==> src/rtl/orbit_cond_pkg.sv <==
package orbit_cond_pkg;

  typedef enum logic {
    SRC_EXT = 1'b0,
    SRC_INT = 1'b1
  } orbit_src_e;

  // Effective coarse delay: saturate at the last bucket of a turn.
  function automatic int unsigned eff_delay(input int unsigned raw, input int unsigned last);
    return (raw > last) ? last : raw;
  endfunction

  // Effective width: at least one cycle, at most the last bucket of a turn.
  function automatic int unsigned eff_width(input int unsigned raw, input int unsigned last);
    if (raw == 0) return 1;
    return (raw > last) ? last : raw;
  endfunction

  // Effective internal period: zero behaves like one.
  function automatic int unsigned eff_period(input int unsigned raw);
    return (raw == 0) ? 1 : raw;
  endfunction

endpackage

==> src/rtl/orbit_edge_sync.sv <==
module orbit_edge_sync #(
  parameter int STAGES = 2
) (
  input  logic clk,
  input  logic rst_n,
  input  logic raw_in,
  output logic rise_o
);
  localparam int DEPTH = STAGES + 1;

  logic [DEPTH-1:0] pipe;

  always_ff @(posedge clk) begin
    if (!rst_n) pipe <= '0;
    else        pipe <= {pipe[DEPTH-2:0], raw_in};
  end

  // Rising edge seen at the output of the last synchronizer flop.
  assign rise_o = pipe[STAGES-1] & ~pipe[STAGES];

  // an accepted rise lasts one cycle only
  a_r2_single_cycle: assert property (@(posedge clk) disable iff (!rst_n)
    rise_o |=> !rise_o);

endmodule

==> src/rtl/orbit_int_gen.sv <==
module orbit_int_gen
  import orbit_cond_pkg::*;
#(
  parameter int CNT_W = 12
) (
  input  logic             clk,
  input  logic             rst_n,
  input  logic [CNT_W-1:0] period_cfg,
  output logic             tick_o
);
  logic [CNT_W-1:0] phase;
  int unsigned      per_eff;

  always_comb begin
    per_eff = eff_period(int'(period_cfg));
    tick_o  = (32'(phase) + 32'd1) >= per_eff;
  end

  always_ff @(posedge clk) begin
    if (!rst_n)      phase <= '0;
    else if (tick_o) phase <= '0;
    else             phase <= phase + 1'b1;
  end

  // the phase restarts after each internal marker
  a_r3_phase_restart: assert property (@(posedge clk) disable iff (!rst_n)
    tick_o |=> (phase == '0));

endmodule

==> src/rtl/orbit_retimer.sv <==
module orbit_retimer
  import orbit_cond_pkg::*;
#(
  parameter int CNT_W  = 12,
  parameter int TURN_N = 3564
) (
  input  logic             clk,
  input  logic             rst_n,
  input  logic             evt_i,
  input  logic [CNT_W-1:0] delay_cfg,
  input  logic [CNT_W-1:0] width_cfg,
  output logic             start_o,
  output logic             pulse_o
);
  localparam int unsigned LAST = TURN_N - 1;

  logic [CNT_W-1:0] dly_eff, wid_eff;
  logic [CNT_W-1:0] dcnt, wcnt;
  logic             pend;

  always_comb begin
    dly_eff = CNT_W'(eff_delay(int'(delay_cfg), LAST));
    wid_eff = CNT_W'(eff_width(int'(width_cfg), LAST));
    start_o = (evt_i && dly_eff == '0) || (!evt_i && pend && dcnt == '0);
  end

  // Delay stage: a new marker always reloads the countdown.
  always_ff @(posedge clk) begin
    if (!rst_n) begin
      pend <= 1'b0;
      dcnt <= '0;
    end else if (evt_i) begin
      pend <= (dly_eff != '0);
      dcnt <= (dly_eff != '0) ? dly_eff - 1'b1 : '0;
    end else if (pend) begin
      if (dcnt == '0) pend <= 1'b0;
      else            dcnt <= dcnt - 1'b1;
    end
  end

  // Width stage: a start reloads the full width.
  always_ff @(posedge clk) begin
    if (!rst_n) begin
      pulse_o <= 1'b0;
      wcnt    <= '0;
    end else if (start_o) begin
      pulse_o <= 1'b1;
      wcnt    <= wid_eff - 1'b1;
    end else if (pulse_o) begin
      if (wcnt == '0) pulse_o <= 1'b0;
      else            wcnt    <= wcnt - 1'b1;
    end
  end

  // a start always drives the output high on the next cycle
  a_r6_start_high: assert property (@(posedge clk) disable iff (!rst_n)
    start_o |=> pulse_o);

  // a marker with a delay above one restarts the countdown
  a_r7_restart: assert property (@(posedge clk) disable iff (!rst_n)
    (evt_i && dly_eff > 1) |=> (pend && dcnt == $past(dly_eff) - 1'b1));

  // no start while the countdown is still running
  a_r5_no_early: assert property (@(posedge clk) disable iff (!rst_n)
    (pend && dcnt != '0 && !evt_i) |-> !start_o);

endmodule

==> src/rtl/orbit_counters.sv <==
module orbit_counters #(
  parameter int CNT_W = 12,
  parameter int ORB_W = 32
) (
  input  logic             clk,
  input  logic             rst_n,
  input  logic             evt_i,
  input  logic             clear_i,
  output logic [CNT_W-1:0] bunch_o,
  output logic [ORB_W-1:0] orbits_o
);
  always_ff @(posedge clk) begin
    if (!rst_n)     bunch_o <= '0;
    else if (evt_i) bunch_o <= '0;
    else            bunch_o <= bunch_o + 1'b1;
  end

  always_ff @(posedge clk) begin
    if (!rst_n)       orbits_o <= '0;
    else if (clear_i) orbits_o <= '0;
    else if (evt_i)   orbits_o <= orbits_o + 1'b1;
  end

  // bunch counter restarts on a marker
  a_r4_restart: assert property (@(posedge clk) disable iff (!rst_n)
    evt_i |=> (bunch_o == '0));

  // bunch counter advances by one between markers
  a_r4_step: assert property (@(posedge clk) disable iff (!rst_n)
    !evt_i |=> (bunch_o == CNT_W'($past(bunch_o) + 1'b1)));

  // one increment per marker
  a_r8_step: assert property (@(posedge clk) disable iff (!rst_n)
    (evt_i && !clear_i) |=> (orbits_o == ORB_W'($past(orbits_o) + 1'b1)));

  // clear wins over a marker
  a_r9_clear: assert property (@(posedge clk) disable iff (!rst_n)
    clear_i |=> (orbits_o == '0));

endmodule

==> src/rtl/orbit_cond_top.sv <==
module orbit_cond_top
  import orbit_cond_pkg::*;
#(
  parameter int CNT_W     = 12,
  parameter int ORB_W     = 32,
  parameter int TURN_N    = 3564,
  parameter int SYNC_FLOP = 2
) (
  input  logic             clk,
  input  logic             rst_n,
  input  logic             orbit_raw,
  input  logic             src_sel,
  input  logic [CNT_W-1:0] period_cfg,
  input  logic [CNT_W-1:0] delay_cfg,
  input  logic [CNT_W-1:0] width_cfg,
  input  logic             cnt_clear,
  output logic             orbit_out,
  output logic [CNT_W-1:0] bunch_cnt,
  output logic [ORB_W-1:0] orbit_count
);
  logic ext_evt, int_evt, sel_evt, start_evt;

  orbit_edge_sync #(.STAGES(SYNC_FLOP)) u_sync (
    .clk(clk), .rst_n(rst_n), .raw_in(orbit_raw), .rise_o(ext_evt)
  );

  orbit_int_gen #(.CNT_W(CNT_W)) u_gen (
    .clk(clk), .rst_n(rst_n), .period_cfg(period_cfg), .tick_o(int_evt)
  );

  assign sel_evt = (orbit_src_e'(src_sel) == SRC_INT) ? int_evt : ext_evt;

  orbit_retimer #(.CNT_W(CNT_W), .TURN_N(TURN_N)) u_retime (
    .clk(clk), .rst_n(rst_n), .evt_i(sel_evt),
    .delay_cfg(delay_cfg), .width_cfg(width_cfg),
    .start_o(start_evt), .pulse_o(orbit_out)
  );

  orbit_counters #(.CNT_W(CNT_W), .ORB_W(ORB_W)) u_cnt (
    .clk(clk), .rst_n(rst_n), .evt_i(sel_evt), .clear_i(cnt_clear),
    .bunch_o(bunch_cnt), .orbits_o(orbit_count)
  );

  // the selected source alone drives the marker
  a_r1_int_only: assert property (@(posedge clk) disable iff (!rst_n)
    (src_sel && !int_evt) |-> !sel_evt);
  a_r1_ext_only: assert property (@(posedge clk) disable iff (!rst_n)
    (!src_sel && !ext_evt) |-> !sel_evt);

  // output low out of reset
  a_r10_reset: assert property (@(posedge clk)
    !rst_n |=> !orbit_out);

endmodule

==> config.mk <==
export PLATFORM = sky130hd
export DESIGN_NAME = orbit_cond_top
export DESIGN_NICKNAME = d
export VERILOG_FILES = /design/src/rtl/orbit_cond_pkg.sv /design/src/rtl/orbit_edge_sync.sv /design/src/rtl/orbit_int_gen.sv /design/src/rtl/orbit_retimer.sv /design/src/rtl/orbit_counters.sv /design/src/rtl/orbit_cond_top.sv
export SDC_FILE = /design/constraint.sdc
export NUM_CORES = 1
export LEC_CHECK = 0
export BUFFER_PORTS_ARGS = -buffer_cell sky130_fd_sc_hd__clkbuf_2
export CORE_MARGIN = 4
export CORE_UTILIZATION = 34
export CTS_BUF_LIST = sky130_fd_sc_hd__clkbuf_4 sky130_fd_sc_hd__clkbuf_8
export DETAILED_ROUTE_END_ITERATION = 10
export GPL_ROUTABILITY_DRIVEN = 1
export GPL_TIMING_DRIVEN = 0
export PLACE_DENSITY = 0.64
export SETUP_SLACK_MARGIN = 0.15
export SLEW_MARGIN = 20
export SYNTH_ARGS = -nofsm -noshare
export SYNTH_HDL_FRONTEND = slang
export SYNTH_HIERARCHICAL = 1
export SYNTH_SLANG_ARGS = --single-unit
==> constraint.sdc <==
create_clock -name clk -period 9.05 [get_ports clk]
set_input_delay 0.905 -clock clk [delete_from_list [all_inputs] [get_ports clk]]
set_output_delay 0.905 -clock clk [all_outputs]
set_load 0.01 [all_outputs]
==> flow_summary.toml <==
[power]
p_total_w = 0.000799
p_leak_nw = 2.37
ir_drop_mv = 0.0593
powerDensity_nw_per_um2 = 132

[floorplanning]
start_util_pct = 35.1
ioPinCount = 86
die_h_um = 131
die_x_um = 131
rows = 44
core_um2 = 14700
dieArea_um2 = 17200

[critical_path]
cp-start-kind = "primary input"
criticalPathCategory = "in -> reg"
worstPathArrival_ns = 6.07
worstSetupEndpointType = "flip-flop"
path_max_fanout = 8
rr_worst_depth = 24
worstPathRequired_ns = 9.30

[finish]
fill_cells = 1527
final_nets = 776
drive_above_1_share_pct = 19.6
area_delta_synth_final_pct = 16.9
diodes = 0
multi_input_area_um2 = 3230
fin_cells = 905
finish.utilization_pct = 41.1
seq_area_um2 = 1700

[detailed_routing]
viasPerCell = 5.37
drtAntennaViolNets = 0
wl_mm = 12.8
drc = 0
dr.pass1.iters = 4
wl_per_cell_um = 14.2
drt_iter0_markers = 424
vias = 4858

[global_route]
grt.overflow.total = 0
grtUsageTotal_pct = 14.8
grt_pass1_wl_mm = 21.8
grt_max_degree = 14
antenna_found_initial = 0
first_global_vias = 4503

[job]
drv_cap = 0

[yosys]
synth-seq-cells = 85
synth_flop_cell = "dfxtp_1"
synth_nets = 680
yosysSeqAreaShare_pct = 32.9
avgSynthCellArea_um2 = 8.33
syn_inst = 620
netlist_area_um2 = 5170
async_reset_ff_share_pct = 0
synth_cell_types = 72
synth-edff-count = 0
yosysWarnings = 6

[clock_tree]
cts-resized-gates = 0
clk_pin_slew_ns = 0.09
cts.sinks = 85
cts_root_buffer = "clkbuf_8"
insertion_delay_ns = 0.36
post-cts-setup-buffers = 0
cts.htree.levels = 3
cts_buffer_depth = 2
hold_buffers = 0
cts_inserted_buffers = 9
cts_tree = "yes"

[place]
dp_hpwl_mm = 9.67
io_buffers = 85
place_congestion = 0.858
dp.cells = 889

[sta]
rsz0062_at_grt = "no"
finalHoldViolCount = 0
max_freq_mhz = 172
report.final.slew_viol_count = 0
period_share_pct = 64.4
hold_slack_ns = 0.440
relSlewSlack_pct = 40.3
max_slew.worst_pin.slew_ns = 0.893
period_needed_ns = 5.82
fin_skew_ns = 0.0125
finalSetupTns_ns = 0
finalSetupViolations = 0

[min_path]
hold_depth = 1
min_path_type = "reg -> reg"

[outcome]
run_status = "finished, final reports clean"
## critical path: stages
cell      delay, ns
clkbuf_2       0.09
nor4_1         0.41
a31o_2         0.23
ha_1           0.14
nor2b_1        0.05
o211a_1        0.20
o31ai_1        0.28
and2_1         0.22
nand2_1        0.06
mux2_4         0.27
clkbuf_1       0.21
nor4b_1        0.29
nand4_1        0.11
and2_1         0.18
clkbuf_1       0.18
a2111o_1       0.39
o21ai_0        0.09
ha_1           0.28
nand2b_1       0.16
or3_2          0.45
or4_1          0.41
a211o_1        0.30
nand2_1        0.08
a31oi_1        0.08
## cells by family after synthesis
| logic type | synth area share, % |
|---|---|
| xor gates and xnor gates | 8.11 |
| muxes | 1.48 |
| buffers and inverters | 4.60 |
| adders and majority gates | 4.60 |
| DFF | 32.9 |
| AOI/OAI and AO/OA | 17.7 |
| and+or+nand+nor | 30.6 |
## registers in the layout (all words and copies together), names as in the netlist
signal	flops
u_cnt/orbits_o	32
u_retime/pend	1
u_retime/wcnt	12
u_retime/dcnt	12
u_cnt/bunch_o	12
u_retime/pulse_o	1
u_sync/pipe	3
u_gen/phase	12
## final timing paths
path	startpoint	to	slack [ns]
min reg2reg	u_sync/pipe[0]	u_sync/pipe[1]	0.44
max	period_cfg[4]	u_retime/wcnt[8]	3.23
min	u_sync/pipe[0]	u_sync/pipe[1]	0.44
max reg2reg	u_gen/phase[0]	u_retime/wcnt[8]	3.27
## Yosys cell counts, types with 13 or more instances
| cell | number | area [um2] |
|---|---|---|
| a21oi_1 | 43 | 215 |
| clkbuf_1 | 14 | 52.6 |
| dfxtp_1 | 85 | 1700 |
| ha_1 | 19 | 238 |
| inv_1 | 26 | 97.6 |
| nand2_1 | 35 | 131 |
| nand3_1 | 25 | 125 |
| nand4_1 | 20 | 125 |
| nor2_1 | 52 | 195 |
| nor3_1 | 17 | 85.1 |
| nor4_1 | 15 | 93.8 |
| o21ai_0 | 30 | 150 |
| o31ai_1 | 15 | 113 |
| or3_1 | 13 | 81.3 |
| or4_1 | 20 | 150 |
| xnor2_1 | 23 | 201 |
| xor2_1 | 23 | 201 |
## cells in the final DEF, fill, tap and decap left out, drive strengths merged, types with 5 or more instances in the layout
| cell type | count |
|---|---|
| a21oi | 43 |
| a31oi | 10 |
| and2 | 9 |
| and3 | 9 |
| and4 | 8 |
| buf | 10 |
| clkbuf | 112 |
| dfxtp | 85 |
| ha | 19 |
| inv | 26 |
| mux2i | 5 |
| nand2 | 37 |
| nand2b | 7 |
| nand3 | 27 |
| nand4 | 20 |
| nor2 | 52 |
| nor2b | 14 |
| nor3 | 18 |
| nor4 | 15 |
| o211a | 7 |
| o21ai | 30 |
| o31ai | 15 |
| or3 | 16 |
| or4 | 23 |
| xnor2 | 24 |
| xor2 | 23 |
## stage by stage
step	cell area (um2)	worst slack (ns)
2_1_floorplan	5170	3.71
6_report	6040	3.23
5_1_grt	6040	2.74
3_3_place_gp	5820	2.90
4_1_cts	6040	3.23
3_5_place_dp	5820	2.82
## power by group
part	switching (W)	total [W]	internal (W)
Sequential	0.0000100	0.000393	0.000383
Clock	0.000136	0.000289	0.000153
Combinational	0.0000673	0.000117	0.0000501
## layer usage
layer	wire [um]	share of wire, %	global-route usage (%)	vias to the layer above
met4	114	0.89	3.79	0
met2	5660	44	23.1	87
li1	-	-	-	2511
met1	6460	50	20.6	2248
met5	0	0	0	-
met3	580	4.5	3.59	12
## layout make-up
cell class                 count  area share (%)
clock buffer                  13            2.86
sequential                    85            28.2
buffer                        24            2.26
timing repair buffer          85            7.05
multi-input combinational    484            53.5
tap                          184            3.81
inverter                      27            1.68
clock inverter                 3           0.705
Power figures use the tool's default switching activity.
